### src/rtl/irq_route_pkg.sv
package irq_route_pkg;
    // Field layout of the route word
    localparam int CPU_W   = 5;
    localparam int VEC_W   = 6;
    localparam int CPU_LSB = 8;
    localparam int VEC_LSB = 0;
    // Field layout of the control word
    localparam int MASK_BIT  = 2;
    localparam int CLEAR_BIT = 1;
    localparam int PEND_BIT  = 0;
    // Slot stride in bytes
    localparam int SLOT_SHIFT = 3;
endpackage

### src/rtl/irq_route_decode.sv
module irq_route_decode #(
    parameter int NUM_DEV = 8,
    parameter int ADDR_W  = 12,
    parameter logic [ADDR_W-1:0] ROUTE_BASE = '0,
    parameter logic [ADDR_W-1:0] CTRL_BASE  = 12'h100
) (
    input  logic [ADDR_W-1:0]               addr,
    output logic                            route_hit,
    output logic                            ctrl_hit,
    output logic [$clog2(NUM_DEV)-1:0]      idx
);
    import irq_route_pkg::*;
    localparam int IDX_W = $clog2(NUM_DEV);
    localparam logic [ADDR_W-1:0] SPAN = ADDR_W'(NUM_DEV << SLOT_SHIFT);

    logic [ADDR_W-1:0] route_off;
    logic [ADDR_W-1:0] ctrl_off;

    always_comb begin
        // Subtraction wraps below the base, so one compare covers both ends
        route_off = addr - ROUTE_BASE;
        ctrl_off  = addr - CTRL_BASE;
        route_hit = (route_off < SPAN) && (route_off[SLOT_SHIFT-1:0] == '0);
        ctrl_hit  = (ctrl_off  < SPAN) && (ctrl_off[SLOT_SHIFT-1:0]  == '0);
        if (ctrl_hit) begin
            idx = ctrl_off[SLOT_SHIFT +: IDX_W];
        end else begin
            idx = route_off[SLOT_SHIFT +: IDX_W];
        end
    end
endmodule

### src/rtl/irq_route_arb.sv
module irq_route_arb #(
    parameter int NUM_DEV = 8
) (
    input  logic [NUM_DEV-1:0]          req,
    output logic [NUM_DEV-1:0]          grant,
    output logic [$clog2(NUM_DEV)-1:0]  grant_idx,
    output logic                        any
);
    localparam int IDX_W = $clog2(NUM_DEV);

    // Fixed priority: index 0 highest. Walk from the top so the lowest wins.
    always_comb begin
        grant     = '0;
        grant_idx = '0;
        any       = 1'b0;
        for (int i = NUM_DEV - 1; i >= 0; i--) begin
            if (req[i]) begin
                grant     = '0;
                grant[i]  = 1'b1;
                grant_idx = IDX_W'(i);
                any       = 1'b1;
            end
        end
    end
endmodule

### src/rtl/irq_route_table.sv
module irq_route_table #(
    parameter int NUM_DEV = 8,
    parameter int ADDR_W  = 12,
    parameter int DATA_W  = 32,
    parameter logic [ADDR_W-1:0] ROUTE_BASE = '0,
    parameter logic [ADDR_W-1:0] CTRL_BASE  = 12'h100
) (
    input  logic                clk,
    input  logic                rst_n,
    input  logic                reg_wr_en,
    input  logic                reg_rd_en,
    input  logic [ADDR_W-1:0]   reg_addr,
    input  logic [DATA_W-1:0]   reg_wdata,
    output logic [DATA_W-1:0]   reg_rdata,
    output logic                reg_err,
    input  logic [NUM_DEV-1:0]  dev_irq,
    output logic                post_valid,
    output logic [4:0]          post_cpu,
    output logic [5:0]          post_vec
);
    import irq_route_pkg::*;
    localparam int IDX_W = $clog2(NUM_DEV);

    typedef struct packed {
        logic [NUM_DEV-1:0]             mask;
        logic [NUM_DEV-1:0]             pend;
        logic [NUM_DEV-1:0]             req;
        logic [NUM_DEV-1:0][CPU_W-1:0]  cpu;
        logic [NUM_DEV-1:0][VEC_W-1:0]  vec;
        logic                           pv;
        logic [CPU_W-1:0]               pcpu;
        logic [VEC_W-1:0]               pvec;
        logic [DATA_W-1:0]              rdata;
        logic                           err;
    } state_t;

    state_t s_d, s_q;

    logic               route_hit;
    logic               ctrl_hit;
    logic [IDX_W-1:0]   acc_idx;
    logic [NUM_DEV-1:0] eligible;
    logic [NUM_DEV-1:0] grant;
    logic [IDX_W-1:0]   grant_idx;
    logic               grant_any;

    // Observed by the bound checker
    logic [NUM_DEV-1:0] mask_vec;
    logic [NUM_DEV-1:0] pend_vec;

    irq_route_decode #(
        .NUM_DEV(NUM_DEV), .ADDR_W(ADDR_W),
        .ROUTE_BASE(ROUTE_BASE), .CTRL_BASE(CTRL_BASE)
    ) u_dec (
        .addr(reg_addr), .route_hit(route_hit), .ctrl_hit(ctrl_hit), .idx(acc_idx)
    );

    // New pulses and held losers compete, but only while unmasked
    assign eligible = (dev_irq | s_q.req) & ~s_q.mask;

    irq_route_arb #(.NUM_DEV(NUM_DEV)) u_arb (
        .req(eligible), .grant(grant), .grant_idx(grant_idx), .any(grant_any)
    );

    always_comb begin
        s_d       = s_q;
        s_d.pv    = 1'b0;
        s_d.err   = 1'b0;
        s_d.rdata = '0;

        // Reads see the state before this cycle's updates
        if (reg_rd_en) begin
            if (route_hit) begin
                s_d.rdata[CPU_LSB +: CPU_W] = s_q.cpu[acc_idx];
                s_d.rdata[VEC_LSB +: VEC_W] = s_q.vec[acc_idx];
            end else if (ctrl_hit) begin
                s_d.rdata[MASK_BIT] = s_q.mask[acc_idx];
                s_d.rdata[PEND_BIT] = s_q.pend[acc_idx];
            end else begin
                s_d.err = 1'b1;
            end
        end

        if (reg_wr_en) begin
            if (route_hit) begin
                s_d.cpu[acc_idx] = reg_wdata[CPU_LSB +: CPU_W];
                s_d.vec[acc_idx] = reg_wdata[VEC_LSB +: VEC_W];
            end else if (ctrl_hit) begin
                s_d.mask[acc_idx] = reg_wdata[MASK_BIT];
                if (reg_wdata[CLEAR_BIT]) begin
                    s_d.pend[acc_idx] = 1'b0;
                end
            end else begin
                s_d.err = 1'b1;
            end
        end

        // Losers wait for a later cycle; masked ones are forgotten
        s_d.req = eligible & ~grant;

        // Delivery overrides a same-cycle control write
        if (grant_any) begin
            s_d.mask[grant_idx] = 1'b1;
            s_d.pend[grant_idx] = 1'b1;
            s_d.pv              = 1'b1;
            s_d.pcpu            = s_q.cpu[grant_idx];
            s_d.pvec            = s_q.vec[grant_idx];
        end
    end

    always_ff @(posedge clk) begin
        if (!rst_n) begin
            s_q      <= '0;
            s_q.mask <= '1;
        end else begin
            s_q <= s_d;
        end
    end

    assign reg_rdata  = s_q.rdata;
    assign reg_err    = s_q.err;
    assign post_valid = s_q.pv;
    assign post_cpu   = s_q.pcpu;
    assign post_vec   = s_q.pvec;
    assign mask_vec   = s_q.mask;
    assign pend_vec   = s_q.pend;
endmodule

### config.mk
export PLATFORM = sky130hd
export DESIGN_NAME = irq_route_table
export DESIGN_NICKNAME = d
export VERILOG_FILES = /design/src/rtl/irq_route_pkg.sv /design/src/rtl/irq_route_decode.sv /design/src/rtl/irq_route_arb.sv /design/src/rtl/irq_route_table.sv
export SDC_FILE = /design/constraint.sdc
export NUM_CORES = 1
export LEC_CHECK = 0
export BUFFER_PORTS_ARGS = -buffer_cell sky130_fd_sc_hd__buf_2
export CORE_MARGIN = 4
export CORE_UTILIZATION = 30
export CTS_BUF_LIST = sky130_fd_sc_hd__clkbuf_8
export CTS_CLUSTER_SIZE = 10
export DETAILED_ROUTE_END_ITERATION = 12
export PLACE_DENSITY = 0.48
export SETUP_SLACK_MARGIN = 0.4
export SYNTH_ARGS = -nofsm -noshare
export SYNTH_HDL_FRONTEND = slang
export SYNTH_HIERARCHICAL = 1
export SYNTH_SLANG_ARGS = --single-unit
### constraint.sdc
create_clock -name clk -period 2.9 [get_ports clk]
set_clock_uncertainty 0.15 [all_clocks]
set_input_delay 0.29 -clock clk [delete_from_list [all_inputs] [get_ports clk]]
set_output_delay 0.29 -clock clk [all_outputs]
set_load 0.1 [all_outputs]
==> metrics.txt, run 1 <==
# TYPE chip_impl_metric gauge
chip_impl_info{name="outcome",value="completed"} 1
chip_impl_metric{name="final.setup.tns",unit="ns"} 0
chip_impl_metric{name="ant_nets",unit=""} 0
chip_impl_metric{name="tritoncts.num_buffers",unit=""} 17
chip_impl_metric{name="drv_slew",unit=""} 0
chip_impl_metric{name="finalNetCount",unit=""} 946
chip_impl_metric{name="total_power",unit="mW"} 3.80
chip_impl_info{name="crit_family",value="compound AO/OA/AOI/OAI gates"} 1
chip_impl_metric{name="period_minus_slack",unit="ns"} 2.41
chip_impl_metric{name="first_pass_iters",unit=""} 5
chip_impl_info{name="clk_root_buffer_cell",value="clkbuf_8"} 1
chip_impl_info{name="cp_slowest_cell",value="nor4_4"} 1
chip_impl_metric{name="final_hold_violating_endpoints",unit=""} 0
chip_impl_metric{name="clkSlewWorstSetupHoldPaths",unit="ns"} 0.08
chip_impl_metric{name="grt_pass1_wl",unit="µm"} 37700
chip_impl_info{name="synth_area_leaders",value="dfxtp_1 (37%), a21boi_1 (8.2%), nand2_1 (7.9%)"} 1
chip_impl_metric{name="groute.usage.overall",unit=""} 0.187
chip_impl_metric{name="synth_top_area_frac",unit=""} 0.371
chip_impl_metric{name="wirelength_met1",unit="µm"} 11300
chip_impl_metric{name="wp_data_required",unit="ns"} 3.09
chip_impl_metric{name="area_delta_synth_final",unit="%"} 15.9
chip_impl_metric{name="horizontal_extent_of_the_die",unit="µm"} 164
chip_impl_metric{name="post_drt_via_cell_ratio",unit=""} 5.20
chip_impl_metric{name="wl_met3",unit="µm"} 1600
chip_impl_metric{name="synth_area",unit="mm²"} 0.00734
chip_impl_info{name="setup.worst_path.start_class",value="flop"} 1
chip_impl_metric{name="timing.max_slew.rel_slack",unit=""} 0.533
chip_impl_info{name="rsz0062_at_grt",value="yes"} 1
chip_impl_metric{name="post-route-cell-area",unit="mm²"} 0.00850
chip_impl_metric{name="finalCoreUtilization",unit=""} 0.358
chip_impl_metric{name="ys_seq_area_frac",unit=""} 0.371
chip_impl_metric{name="multi_input_comb_area",unit="mm²"} 0.00397
chip_impl_metric{name="initialDrtViolationCount",unit=""} 614
chip_impl_metric{name="route.met2.wl",unit="µm"} 11600
chip_impl_metric{name="antenna_violations_before_repair",unit=""} 1
chip_impl_info{name="hold_path.class",value="input port to flop"} 1
chip_impl_metric{name="clk-insertion-delay-late",unit="ns"} 0.45
chip_impl_metric{name="grt_max_degree",unit=""} 78
chip_impl_info{name="dominantRegCellSynth",value="dfxtp_1"} 1
chip_impl_metric{name="num_io_pins",unit=""} 101
chip_impl_metric{name="routed-via-count",unit=""} 6354
chip_impl_info{name="highest_routing_layer_actually_used",value="met5"} 1
chip_impl_info{name="cpMostUsedCell",value="nor2_4"} 1
chip_impl_metric{name="fillers",unit=""} 2499
chip_impl_metric{name="count_of_max_cap_constraint_violations",unit=""} 0
chip_impl_info{name="yosys.area.top_type",value="dfxtp_1"} 1
chip_impl_metric{name="max_slew.worst_pin.slew",unit="ns"} 0.700
chip_impl_metric{name="grt.overflow.total",unit=""} 0
chip_impl_metric{name="total_clock_sinks",unit=""} 136
chip_impl_metric{name="power.density",unit="mW/mm²"} 447
chip_impl_metric{name="antennaDiodeCount",unit=""} 0
chip_impl_info{name="cp_cell_sequence",value="nor2_4, nor2_4, nor4_4, a21boi_4, buf_12, buf_4, mux2_2, a22oi_2, a2bb2oi_2, a31oi_1"} 1
chip_impl_metric{name="post_dp_cell_area",unit="mm²"} 0.00772
chip_impl_metric{name="drt_wl_total",unit="µm"} 25100
chip_impl_metric{name="synth_async_sr_flop_share",unit=""} 0
chip_impl_info{name="setup.worst_path.end_class",value="flop"} 1
chip_impl_metric{name="timing.critical_path.slowest_cell_delay",unit="ns"} 0.36
chip_impl_metric{name="cts.path.max_buffers",unit=""} 2
chip_impl_metric{name="post_route_cells_drive_above_1_share",unit=""} 0.247
chip_impl_metric{name="placementRows",unit=""} 56
chip_impl_info{name="synth_common_cells",value="nand2_1 (155), dfxtp_1 (136), a21boi_1 (80)"} 1
chip_impl_metric{name="timing.final.crit_share",unit=""} 0.830
chip_impl_metric{name="yosysWarningCount",unit=""} 6
chip_impl_metric{name="route.detailed.drc",unit=""} 0
chip_impl_metric{name="timing.final.setup_violations",unit=""} 0
chip_impl_metric{name="start_util",unit=""} 0.309
chip_impl_metric{name="first_global_vias",unit=""} 6089
chip_impl_metric{name="synth_cells",unit=""} 838
chip_impl_metric{name="syn_avg_cell_area",unit="µm²"} 8.76
chip_impl_metric{name="dp_hpwl",unit="µm"} 16200
chip_impl_metric{name="max-vdd-ir-drop",unit="mV"} 0.226
chip_impl_info{name="setup.worst_path.class",value="flop to flop"} 1
chip_impl_metric{name="place.port_buffers",unit=""} 58
chip_impl_metric{name="sequential_cell_area",unit="mm²"} 0.00273
chip_impl_metric{name="crit_arrival",unit="ns"} 2.60
chip_impl_metric{name="die_span_in_y",unit="µm"} 164
chip_impl_metric{name="worstPathBufferInverterCount",unit=""} 2
chip_impl_metric{name="gp_congestion",unit=""} 0.824
chip_impl_metric{name="number_of_enable_type_register_cells_in_the_synthesized_netlist",unit=""} 0
chip_impl_metric{name="power_leakage",unit="nW"} 2.96
chip_impl_metric{name="yosysUniqueCellTypes",unit=""} 65
chip_impl_metric{name="die_area",unit="mm²"} 0.0270
chip_impl_metric{name="path_max_fanout",unit=""} 8
chip_impl_metric{name="coreArea",unit="mm²"} 0.0238
chip_impl_metric{name="routed_wire_length_per_instance",unit="µm"} 20.6
chip_impl_info{name="yosysMostFrequentCell",value="nand2_1"} 1
chip_impl_info{name="cts_tree",value="done"} 1
chip_impl_metric{name="max_clock_freq",unit="GHz"} 0.416
chip_impl_metric{name="cts-htree-levels",unit=""} 4
chip_impl_metric{name="synth_seq_cells",unit=""} 136
-- cell usage in the layout (no fill, tap or decap), types with 21 or more instances in the layout --
master / Yosys / final
a21boi_1: 80 / 79
a22oi_1: 30 / 28
buf_2: 19 / 57
buf_4: 66 / 58
conb_1: 1 / 21
dfxtp_1: 136 / 134
mux2i_1: 23 / 21
nand2_1: 155 / 155
nand3_1: 24 / 24
nor2_1: 37 / 26
o21ai_0: 62 / 60
-- logic make-up after synthesis --
logic type | count (synthesis) | synth area share
AO/OA/AOI/OAI | 250 | 0.240
buffers and inverters | 128 | 0.117
flip-flops | 136 | 0.371
multiplexers | 43 | 0.0795
other | 1 | 0.000511
AND/OR/NAND/NOR | 280 | 0.192
-- path summary, 6_finish.rpt --
kind	startpoint	to	slack, ns	cells after the start
worst max-delay path	s_q[135]	post_cpu[4]	0.49	10
worst min register to register	s_q[97]	s_q[97]	0.33	2
worst min-delay path	dev_irq[3]	s_q[136]	0.02	3
worst max register to register	s_q[135]	post_cpu[4]	0.49	10
-- registers in the layout, indices dropped and copies added (netlist names) --
name and count:
mask_vec 8, pend_vec 8, post_cpu 5, post_valid 1
post_vec 6, reg_err 1, reg_rdata 11, s_q 96
-- through the flow --
step / setup slack (ns) / hold slack, ns / instances
after floorplan: 0.588 / 0.271 / 858
after global placement: 0.144 / 0.309 / 1165
after detailed placement: 0.116 / 0.315 / 1165
after CTS: 0.428 / 0.00162 / 1218
after global routing: 0.378 / -0.00218 / 1221
final: 0.494 / 0.0178 / 1221
-- where the power goes --
| part | internal, mW | switching [mW] | leakage [nW] | total, mW |
|---|---|---|---|---|
| combinational | 0.0837 | 0.260 | 1.67 | 0.344 |
| clock | 0.768 | 0.819 | 0.192 | 1.59 |
| sequential | 1.87 | 0.000386 | 1.10 | 1.87 |
| total | 2.72 | 1.08 | 2.96 | 3.80 |
-- routing by layer --
| metal | track usage | vias to the layer above |
|---|---|---|
| met1 | 0.257 | 3077 |
| met3 | 0.0384 | 42 |
| met4 | 0.0605 | 2 |
| met2 | 0.295 | 223 |
| li1 | - | 3010 |
| met5 | 0 | - |
-- area by class of cell --
class | instances | share of cell area
Sequential cell | 136 | 0.320
Timing Repair Buffer | 137 | 0.119
Inverter | 4 | 0.00221
Clock inverter | 14 | 0.0178
Clock buffer | 17 | 0.0275
Tap cell | 319 | 0.0469
Multi-Input combinational cell | 594 | 0.466
-- what timing repair did --
action,CTS,global route
setup buffers,8,2
endpoints found under the setup margin,16,12
hold buffers,13,1
endpoints found under the hold margin,64,1
cloned,1,0
resized for setup,8,28
pin swaps,3,11
-- worst register-to-register path, delay by kind of cell, from the launching register on --
| kind | cells | cell delay, ns |
|---|---|---|
| AOI/OAI and AO/OA | 4 | 0.68 |
| and+or+nand+nor | 3 | 0.55 |
| DFF | 1 | 0.33 |
| muxes | 1 | 0.33 |
| buffers and inverters | 2 | 0.26 |
Power figures use the tool's default switching activity.
==> inputs of run 2 (changes only) <==
--- a/config.mk
+++ b/config.mk
@@ -5,6 +5,7 @@
 export SDC_FILE = /design/constraint.sdc
 export NUM_CORES = 1
 export LEC_CHECK = 0
+export ABC_AREA = 1
 export BUFFER_PORTS_ARGS = -buffer_cell sky130_fd_sc_hd__buf_2
 export CORE_MARGIN = 4
 export CORE_UTILIZATION = 30
==> constraint.sdc (replaced) <==
create_clock -name clk -period 2.35 [get_ports clk]
set_clock_uncertainty 0.15 [all_clocks]
set_input_delay 0.235 -clock clk [delete_from_list [all_inputs] [get_ports clk]]
set_output_delay 0.235 -clock clk [all_outputs]
set_load 0.1 [all_outputs]
==> metrics.txt, run 2 <==
# TYPE chip_impl_metric gauge
chip_impl_info{name="outcome",value="completed"} 1
chip_impl_metric{name="area_delta_synth_final",unit="%"} 20.6
chip_impl_metric{name="largest_register_ff_count",unit=""} 96
chip_impl_metric{name="post_route_cells_drive_above_1_share",unit=""} 0.192
chip_impl_metric{name="pre_cts_slack",unit="ns"} 0.0720
chip_impl_metric{name="post_drt_via_cell_ratio",unit=""} 4.62
chip_impl_metric{name="place.port_buffers",unit=""} 58
chip_impl_metric{name="coreArea",unit="mm²"} 0.0235
chip_impl_metric{name="crit_arrival",unit="ns"} 2.20
chip_impl_info{name="clk_root_buffer_cell",value="clkbuf_8"} 1
chip_impl_info{name="cp_slowest_cell",value="dfxtp_2"} 1
chip_impl_info{name="r2r_end",value="post_vec[0]"} 1
chip_impl_info{name="synth_common_cells",value="nand2_1 (343), o21ai_0 (137), dfxtp_1 (136)"} 1
chip_impl_info{name="yosys.area.top_type",value="dfxtp_1"} 1
chip_impl_metric{name="worst_reg2reg_path_depth",unit=""} 14
chip_impl_metric{name="timing.final.setup_violations",unit=""} 0
chip_impl_info{name="setup.worst_path.end_class",value="flop"} 1
chip_impl_metric{name="grt.overflow.total",unit=""} 0
chip_impl_info{name="cts_tree",value="done"} 1
chip_impl_metric{name="total_clock_sinks",unit=""} 136
chip_impl_metric{name="gp_congestion",unit=""} 0.826
chip_impl_metric{name="r2r_setup_slack",unit="ns"} 0.38
chip_impl_metric{name="clk-insertion-delay-late",unit="ns"} 0.45
chip_impl_metric{name="total_power",unit="mW"} 4.50
chip_impl_metric{name="synth_async_sr_flop_share",unit=""} 0
chip_impl_metric{name="grt_max_degree",unit=""} 79
chip_impl_info{name="cp_cell_sequence",value="nor2_4, nor2_4, nor2_4, inv_2, a31oi_4, buf_6, buf_6, inv_4, nor2_4, buf_8, nand3_2, nand2_2, nor2_2, a21oi_1"} 1
chip_impl_metric{name="horizontal_extent_of_the_die",unit="µm"} 163
chip_impl_metric{name="finalNetCount",unit=""} 1252
chip_impl_info{name="hold_path.class",value="input port to flop"} 1
chip_impl_metric{name="power_leakage",unit="nW"} 3.74
chip_impl_metric{name="grt_pass1_wl",unit="µm"} 36700
chip_impl_info{name="yosysMostFrequentCell",value="nand2_1"} 1
chip_impl_metric{name="groute.usage.overall",unit=""} 0.177
chip_impl_metric{name="synth_cells",unit=""} 1126
chip_impl_metric{name="tritoncts.num_buffers",unit=""} 17
chip_impl_info{name="setup.worst_path.class",value="flop to flop"} 1
chip_impl_metric{name="drv_slew",unit=""} 0
chip_impl_info{name="dominantRegCellSynth",value="dfxtp_1"} 1
chip_impl_metric{name="number_of_enable_type_register_cells_in_the_synthesized_netlist",unit=""} 0
chip_impl_metric{name="worstHoldPathCells",unit=""} 3
chip_impl_metric{name="initialDrtViolationCount",unit=""} 520
chip_impl_metric{name="synth_seq_cells",unit=""} 136
chip_impl_metric{name="die_area",unit="mm²"} 0.0266
chip_impl_metric{name="first_global_vias",unit=""} 6508
chip_impl_metric{name="timing.final.crit_share",unit=""} 0.840
chip_impl_info{name="hp-start",value="rst_n"} 1
chip_impl_info{name="max_flop_register",value="s_q"} 1
chip_impl_metric{name="sequential_cell_area",unit="mm²"} 0.00274
chip_impl_metric{name="yosysUniqueCellTypes",unit=""} 28
chip_impl_metric{name="routed-via-count",unit=""} 7045
chip_impl_info{name="mostFrequentLayoutCell",value="nand2_1"} 1
chip_impl_metric{name="fillers",unit=""} 2566
chip_impl_metric{name="max-vdd-ir-drop",unit="mV"} 0.287
chip_impl_metric{name="routed_wire_length_per_instance",unit="µm"} 15.6
chip_impl_metric{name="placementRows",unit=""} 56
chip_impl_metric{name="first_pass_iters",unit=""} 5
chip_impl_metric{name="period_minus_slack",unit="ns"} 1.97
chip_impl_metric{name="timing.critical_path.slowest_cell_delay",unit="ns"} 0.33
chip_impl_metric{name="wp_data_required",unit="ns"} 2.58
chip_impl_metric{name="yosysWarningCount",unit=""} 6
chip_impl_metric{name="worst_hold_slack",unit="ns"} 0.0148
chip_impl_metric{name="path_max_fanout",unit=""} 7
chip_impl_metric{name="multi_input_comb_area",unit="mm²"} 0.00372
chip_impl_metric{name="synth_top_area_frac",unit=""} 0.377
chip_impl_info{name="cpMostUsedCell",value="nor2_4"} 1
chip_impl_metric{name="ant_nets",unit=""} 0
chip_impl_metric{name="die_span_in_y",unit="µm"} 163
chip_impl_info{name="synth_area_leaders",value="dfxtp_1 (38%), nand2_1 (18%), o21ai_0 (9.5%)"} 1
chip_impl_metric{name="final.setup.tns",unit="ns"} 0
chip_impl_metric{name="clkSlewWorstSetupHoldPaths",unit="ns"} 0.07
chip_impl_info{name="layout_common_cells",value="nand2_1 (336), o21ai_0 (132), dfxtp_1 (125)"} 1
chip_impl_metric{name="max_clock_freq",unit="GHz"} 0.506
chip_impl_metric{name="cts.path.max_buffers",unit=""} 2
chip_impl_metric{name="syn_avg_cell_area",unit="µm²"} 6.41
chip_impl_info{name="rsz0062_at_grt",value="yes"} 1
chip_impl_metric{name="power.density",unit="mW/mm²"} 518
chip_impl_metric{name="count_of_max_cap_constraint_violations",unit=""} 0
chip_impl_metric{name="num_io_pins",unit=""} 101
chip_impl_metric{name="start_util",unit=""} 0.306
chip_impl_metric{name="antennaDiodeCount",unit=""} 0
chip_impl_info{name="hold_end",value="post_valid"} 1
chip_impl_info{name="setup.worst_path.start_class",value="flop"} 1
chip_impl_metric{name="synth_area",unit="mm²"} 0.00721
chip_impl_metric{name="ys_seq_area_frac",unit=""} 0.377
chip_impl_metric{name="finalCoreUtilization",unit=""} 0.370
chip_impl_metric{name="cts-htree-levels",unit=""} 4
chip_impl_metric{name="route.detailed.drc",unit=""} 0
chip_impl_metric{name="dp_hpwl",unit="µm"} 15700
chip_impl_info{name="critical_r2r_launch",value="s_q[133]"} 1
chip_impl_metric{name="drt_wl_total",unit="µm"} 23700
chip_impl_metric{name="antenna_violations_before_repair",unit=""} 1
chip_impl_metric{name="timing.final.ws_setup",unit="ns"} 0.375
chip_impl_metric{name="final_hold_violating_endpoints",unit=""} 0
[run 2: changes by cell type after synthesis, moves of 36 or more]
cell      change
nand2_1     +188
a21oi_1     +105
inv_1        +91
a21boi_1     -80
o21ai_0      +75
nor2_1       +44
nand3_1      +36
[run 2: final cells by class]
| class | count | area share |
|---|---|---|
| multi-input cells | 792 | 0.428 |
| flip-flops and latches | 136 | 0.315 |
| repair buffers | 139 | 0.123 |
| inverters | 110 | 0.0493 |
| well taps | 319 | 0.0459 |
| clock buffers | 18 | 0.0285 |
| clock inverters | 11 | 0.0102 |
[run 2: what timing repair did]
action,in CTS,in global routing
resized for setup,45,53
hold buffers,16,0
setup buffers,10,11
endpoints found under the hold margin,24,0
pin swaps,13,23
cloned,0,1
endpoints found under the setup margin,24,22
[run 2: worst max path at each step]
stage                start          end  slack [ns]  cells after the start
2_1_floorplan     s_q[137]  post_vec[1]        0.45                     14
3_3_place_gp    dev_irq[2]  post_vec[2]        0.09                     15
3_5_place_dp    dev_irq[4]  post_cpu[3]        0.07                     13
4_1_cts        mask_vec[1]  post_vec[1]        0.40                     12
5_1_grt           s_q[133]  post_cpu[0]        0.27                     14
6_report          s_q[133]  post_vec[0]        0.38                     14
[run 2: power breakdown]
group / internal, mW / switching, mW / leakage (nW)
combinational: 0.0935 / 0.351 / 2.46
clock: 0.830 / 0.924 / 0.180
sequential: 2.30 / 0.000576 / 1.10
total: 3.23 / 1.28 / 3.74
[run 2: worst max-delay path, delay by kind of cell, from the launching register on]
kind | cells | cell delay, ns
buffers and inverters | 5 | 0.51
flip-flops | 1 | 0.33
AO/OA/AOI/OAI | 2 | 0.26
AND/OR/NAND/NOR | 7 | 0.63
[run 2: logic make-up (layout without fill, tap and decap cells)]
logic type | after synthesis | count (layout) | share of synthesized area
other | 1 | 21 | 0.000520
buffers and inverters | 218 | 278 | 0.148
AO/OA/AOI/OAI | 259 | 259 | 0.182
AND/OR/NAND/NOR | 512 | 512 | 0.291
flip-flops | 136 | 136 | 0.377
[run 2: per-layer routing]
layer | global-route usage | share of wire | wire [µm] | up-vias
met1 | 0.245 | 0.48 | 11400 | 3193
li1 | - | - | - | 3668
met3 | 0.0310 | 0.046 | 1090 | 25
met4 | 0.0435 | 0.012 | 295 | 2
met2 | 0.286 | 0.46 | 10900 | 157
met5 | 0 | 0.00030 | 7 | -
[run 2: per-stage QoR]
stage	cells	cell area, µm²
global route	1525	8700
detailed placement	1458	7700
global placement	1458	7700
finish	1525	8700
CTS	1513	8410
floorplan	1146	7300
==> inputs of run 3 (changes only) <==
--- a/config.mk
+++ b/config.mk
@@ -12,7 +12,7 @@
 export CTS_BUF_LIST = sky130_fd_sc_hd__clkbuf_8
 export CTS_CLUSTER_SIZE = 10
 export DETAILED_ROUTE_END_ITERATION = 12
-export PLACE_DENSITY = 0.48
+export PLACE_DENSITY = 0.5
 export SETUP_SLACK_MARGIN = 0.4
 export SYNTH_ARGS = -nofsm -noshare
 export SYNTH_HDL_FRONTEND = slang
==> constraint.sdc (replaced) <==
create_clock -name clk -period 1.7 [get_ports clk]
set_clock_uncertainty 0.15 [all_clocks]
set_input_delay 0.17 -clock clk [delete_from_list [all_inputs] [get_ports clk]]
set_output_delay 0.17 -clock clk [all_outputs]
set_load 0.1 [all_outputs]
==> metrics.txt, run 3 (synthesized netlist as in run 2, its figures left out) <==
# TYPE chip_impl_metric gauge
chip_impl_metric{name="tritoncts.num_buffers",unit=""} 17
chip_impl_metric{name="power_frac_seq",unit=""} 0.463
chip_impl_metric{name="final_hold_violating_endpoints",unit=""} 7
chip_impl_metric{name="area_delta_synth_final",unit="%"} 59.5
chip_impl_metric{name="r2r_setup_slack",unit="ns"} -0.36
chip_impl_metric{name="internal_power_component",unit="mW"} 4.92
chip_impl_metric{name="first_pass_iters",unit=""} 5
chip_impl_info{name="mostFrequentLayoutCell",value="nand2_1"} 1
chip_impl_metric{name="crit_arrival",unit="ns"} 2.30
chip_impl_metric{name="worstHoldPathCells",unit=""} 3
chip_impl_metric{name="met2_usage",unit=""} 0.318
chip_impl_metric{name="cts.path.max_buffers",unit=""} 2
chip_impl_metric{name="post_drt_via_cell_ratio",unit=""} 4.93
chip_impl_metric{name="placementRows",unit=""} 56
chip_impl_metric{name="sw_frac_of_total",unit=""} 0.282
chip_impl_metric{name="total_switching_power",unit="mW"} 1.93
chip_impl_metric{name="num_io_pins",unit=""} 101
chip_impl_metric{name="horizontal_extent_of_the_die",unit="µm"} 163
chip_impl_metric{name="period_minus_slack",unit="ns"} 2.06
chip_impl_metric{name="path_max_fanout",unit=""} 5
chip_impl_metric{name="finalNetCount",unit=""} 1350
chip_impl_metric{name="grt.overflow.total",unit=""} 0
chip_impl_metric{name="route.detailed.drc",unit=""} 0
chip_impl_info{name="outcome",value="complete, but fails checks"} 1
chip_impl_metric{name="worst_reg2reg_path_depth",unit=""} 13
chip_impl_metric{name="grt_max_degree",unit=""} 90
chip_impl_metric{name="first_global_vias",unit=""} 7150
chip_impl_metric{name="timing.final.ws_setup",unit="ns"} -0.358
chip_impl_metric{name="max-vdd-ir-drop",unit="mV"} 0.462
chip_impl_info{name="gr-max-usage-layer",value="met2"} 1
chip_impl_metric{name="clk-insertion-delay-late",unit="ns"} 0.48
chip_impl_metric{name="worst_hold_slack",unit="ns"} -0.143
chip_impl_metric{name="ant_nets",unit=""} 0
chip_impl_metric{name="post_route_cells_drive_above_1_share",unit=""} 0.410
chip_impl_metric{name="power_leakage",unit="nW"} 4.65
chip_impl_metric{name="timing.final.setup_violations",unit=""} 29
chip_impl_metric{name="timing.max_slew.rel_slack",unit=""} 0.617
chip_impl_metric{name="antenna_violations_before_repair",unit=""} 1
chip_impl_metric{name="clkSlewWorstSetupHoldPaths",unit="ns"} 0.08
chip_impl_metric{name="initialDrtViolationCount",unit=""} 741
chip_impl_metric{name="groute.usage.overall",unit=""} 0.198
chip_impl_metric{name="pre_cts_slack",unit="ns"} -0.368
chip_impl_metric{name="max_slew.worst_pin.slew",unit="ns"} 0.574
chip_impl_metric{name="die_area",unit="mm²"} 0.0266
chip_impl_metric{name="coreArea",unit="mm²"} 0.0235
chip_impl_metric{name="global_route.usage.met3",unit=""} 0.0257
chip_impl_metric{name="max_clock_freq",unit="GHz"} 0.486
chip_impl_info{name="hold_path.class",value="input port to flop"} 1
chip_impl_info{name="setup.worst_path.start_class",value="flop"} 1
chip_impl_metric{name="hold_buffers",unit=""} 12
chip_impl_info{name="max_flop_register",value="s_q"} 1
chip_impl_metric{name="die_span_in_y",unit="µm"} 163
chip_impl_metric{name="total_clock_sinks",unit=""} 136
chip_impl_metric{name="routed-via-count",unit=""} 8008
chip_impl_metric{name="count_of_max_cap_constraint_violations",unit=""} 0
chip_impl_metric{name="timing.final.crit_share",unit=""} 1.21
chip_impl_metric{name="place.port_buffers",unit=""} 58
chip_impl_metric{name="antennaDiodeCount",unit=""} 0
chip_impl_metric{name="comb_power_share",unit=""} 0.108
chip_impl_metric{name="drv_slew",unit=""} 0
chip_impl_metric{name="routed_wire_length_per_instance",unit="µm"} 18.0
chip_impl_metric{name="dp_hpwl",unit="µm"} 16700
chip_impl_metric{name="largest_register_ff_count",unit=""} 96
chip_impl_info{name="layout_common_cells",value="nand2_1 (316), dfxtp_1 (102), inv_1 (85)"} 1
chip_impl_info{name="setup.worst_path.end_class",value="flop"} 1
chip_impl_info{name="clk_root_buffer_cell",value="clkbuf_8"} 1
chip_impl_metric{name="wp_data_required",unit="ns"} 1.94
chip_impl_metric{name="final.setup.tns",unit="ns"} -8.21
chip_impl_metric{name="fillers",unit=""} 2258
chip_impl_metric{name="clock_power_share",unit=""} 0.429
chip_impl_info{name="violations_in_the_final_reports",value="hold timing, setup timing"} 1
chip_impl_metric{name="cts-htree-levels",unit=""} 4
chip_impl_metric{name="total_power",unit="mW"} 6.86
chip_impl_info{name="rsz0062_at_grt",value="yes"} 1
chip_impl_metric{name="gp_congestion",unit=""} 0.837
chip_impl_metric{name="drt_wl_total",unit="µm"} 29200
chip_impl_info{name="setup.worst_path.class",value="flop to flop"} 1
chip_impl_info{name="cts_tree",value="done"} 1
chip_impl_metric{name="grt_pass1_wl",unit="µm"} 40900
chip_impl_metric{name="power.density",unit="mW/mm²"} 596
chip_impl_metric{name="start_util",unit=""} 0.306
chip_impl_metric{name="grt_util_met1",unit=""} 0.281
## run 3: power by group through the flow
stage / Combinational, mW / Clock [mW] / Sequential [mW]
global placement: 0.608 / 0 / 3.26
finish: 0.741 / 2.94 / 3.18
global route: 0.779 / 3.10 / 3.18
floorplan: 0.450 / 0 / 3.27
CTS: 0.654 / 2.98 / 3.18
detailed placement: 0.609 / 0 / 3.26
## run 3: area by class of cell
type | instances | area (µm²) | share of cell area
multi-input combinational | 797 | 4720 | 0.410
sequential | 136 | 2780 | 0.242
timing repair buffer | 227 | 2590 | 0.225
inverter | 110 | 532 | 0.0462
tap | 319 | 399 | 0.0347
clock buffer | 17 | 234 | 0.0203
clock inverter | 14 | 185 | 0.0161
timing repair inverter | 5 | 65.1 | 0.00565
## run 3: path summary, 6_finish.rpt
path | startpoint | end
worst min-delay path | dev_irq[2] | s_q[135]
worst max-delay path | s_q[135] | post_vec[4]
worst min register to register | pend_vec[7] | pend_vec[7]
worst max register to register | s_q[135] | post_vec[4]
## run 3: layer usage
layer  wire [µm]  part of all wire  up-vias
met2       13600              0.46      261
met5           7           0.00024        -
li1            -                 -     3901
met3        1710             0.058       59
met4        1090             0.037        2
met1       12800              0.44     3785
## run 3: stage by stage
stage	std cells	util	area [µm²]	hold slack [ns]
floorplan	1146	-	7620	0.155
global placement	1515	0.356	8380	0.303
detailed placement	1515	0.356	8380	0.302
CTS	1589	0.426	10000	-0.169
global route	1625	0.489	11500	-0.127
finish	1625	0.489	11500	-0.143
## run 3: repair_timing
item / in CTS / in global routing
cloned: 5 / 11
endpoints found under the setup margin: 102 / 125
pin swaps: 38 / 78
buffers inserted: 26 / 25
resized for setup: 234 / 269
hold endpoints to repair: 87 / 6
## run 3: worst max-delay path: stages, from the launching register on
cell,delay (ns)
dfxtp_2,0.33
nor2_4,0.14
nor2_4,0.06
inv_2,0.08
buf_6,0.13
nand3_4,0.09
nor2_4,0.21
inv_2,0.07
nor2_4,0.22
clkbuf_16,0.22
nand3_4,0.06
nand2_2,0.06
nor2_2,0.04
a21oi_1,0.12
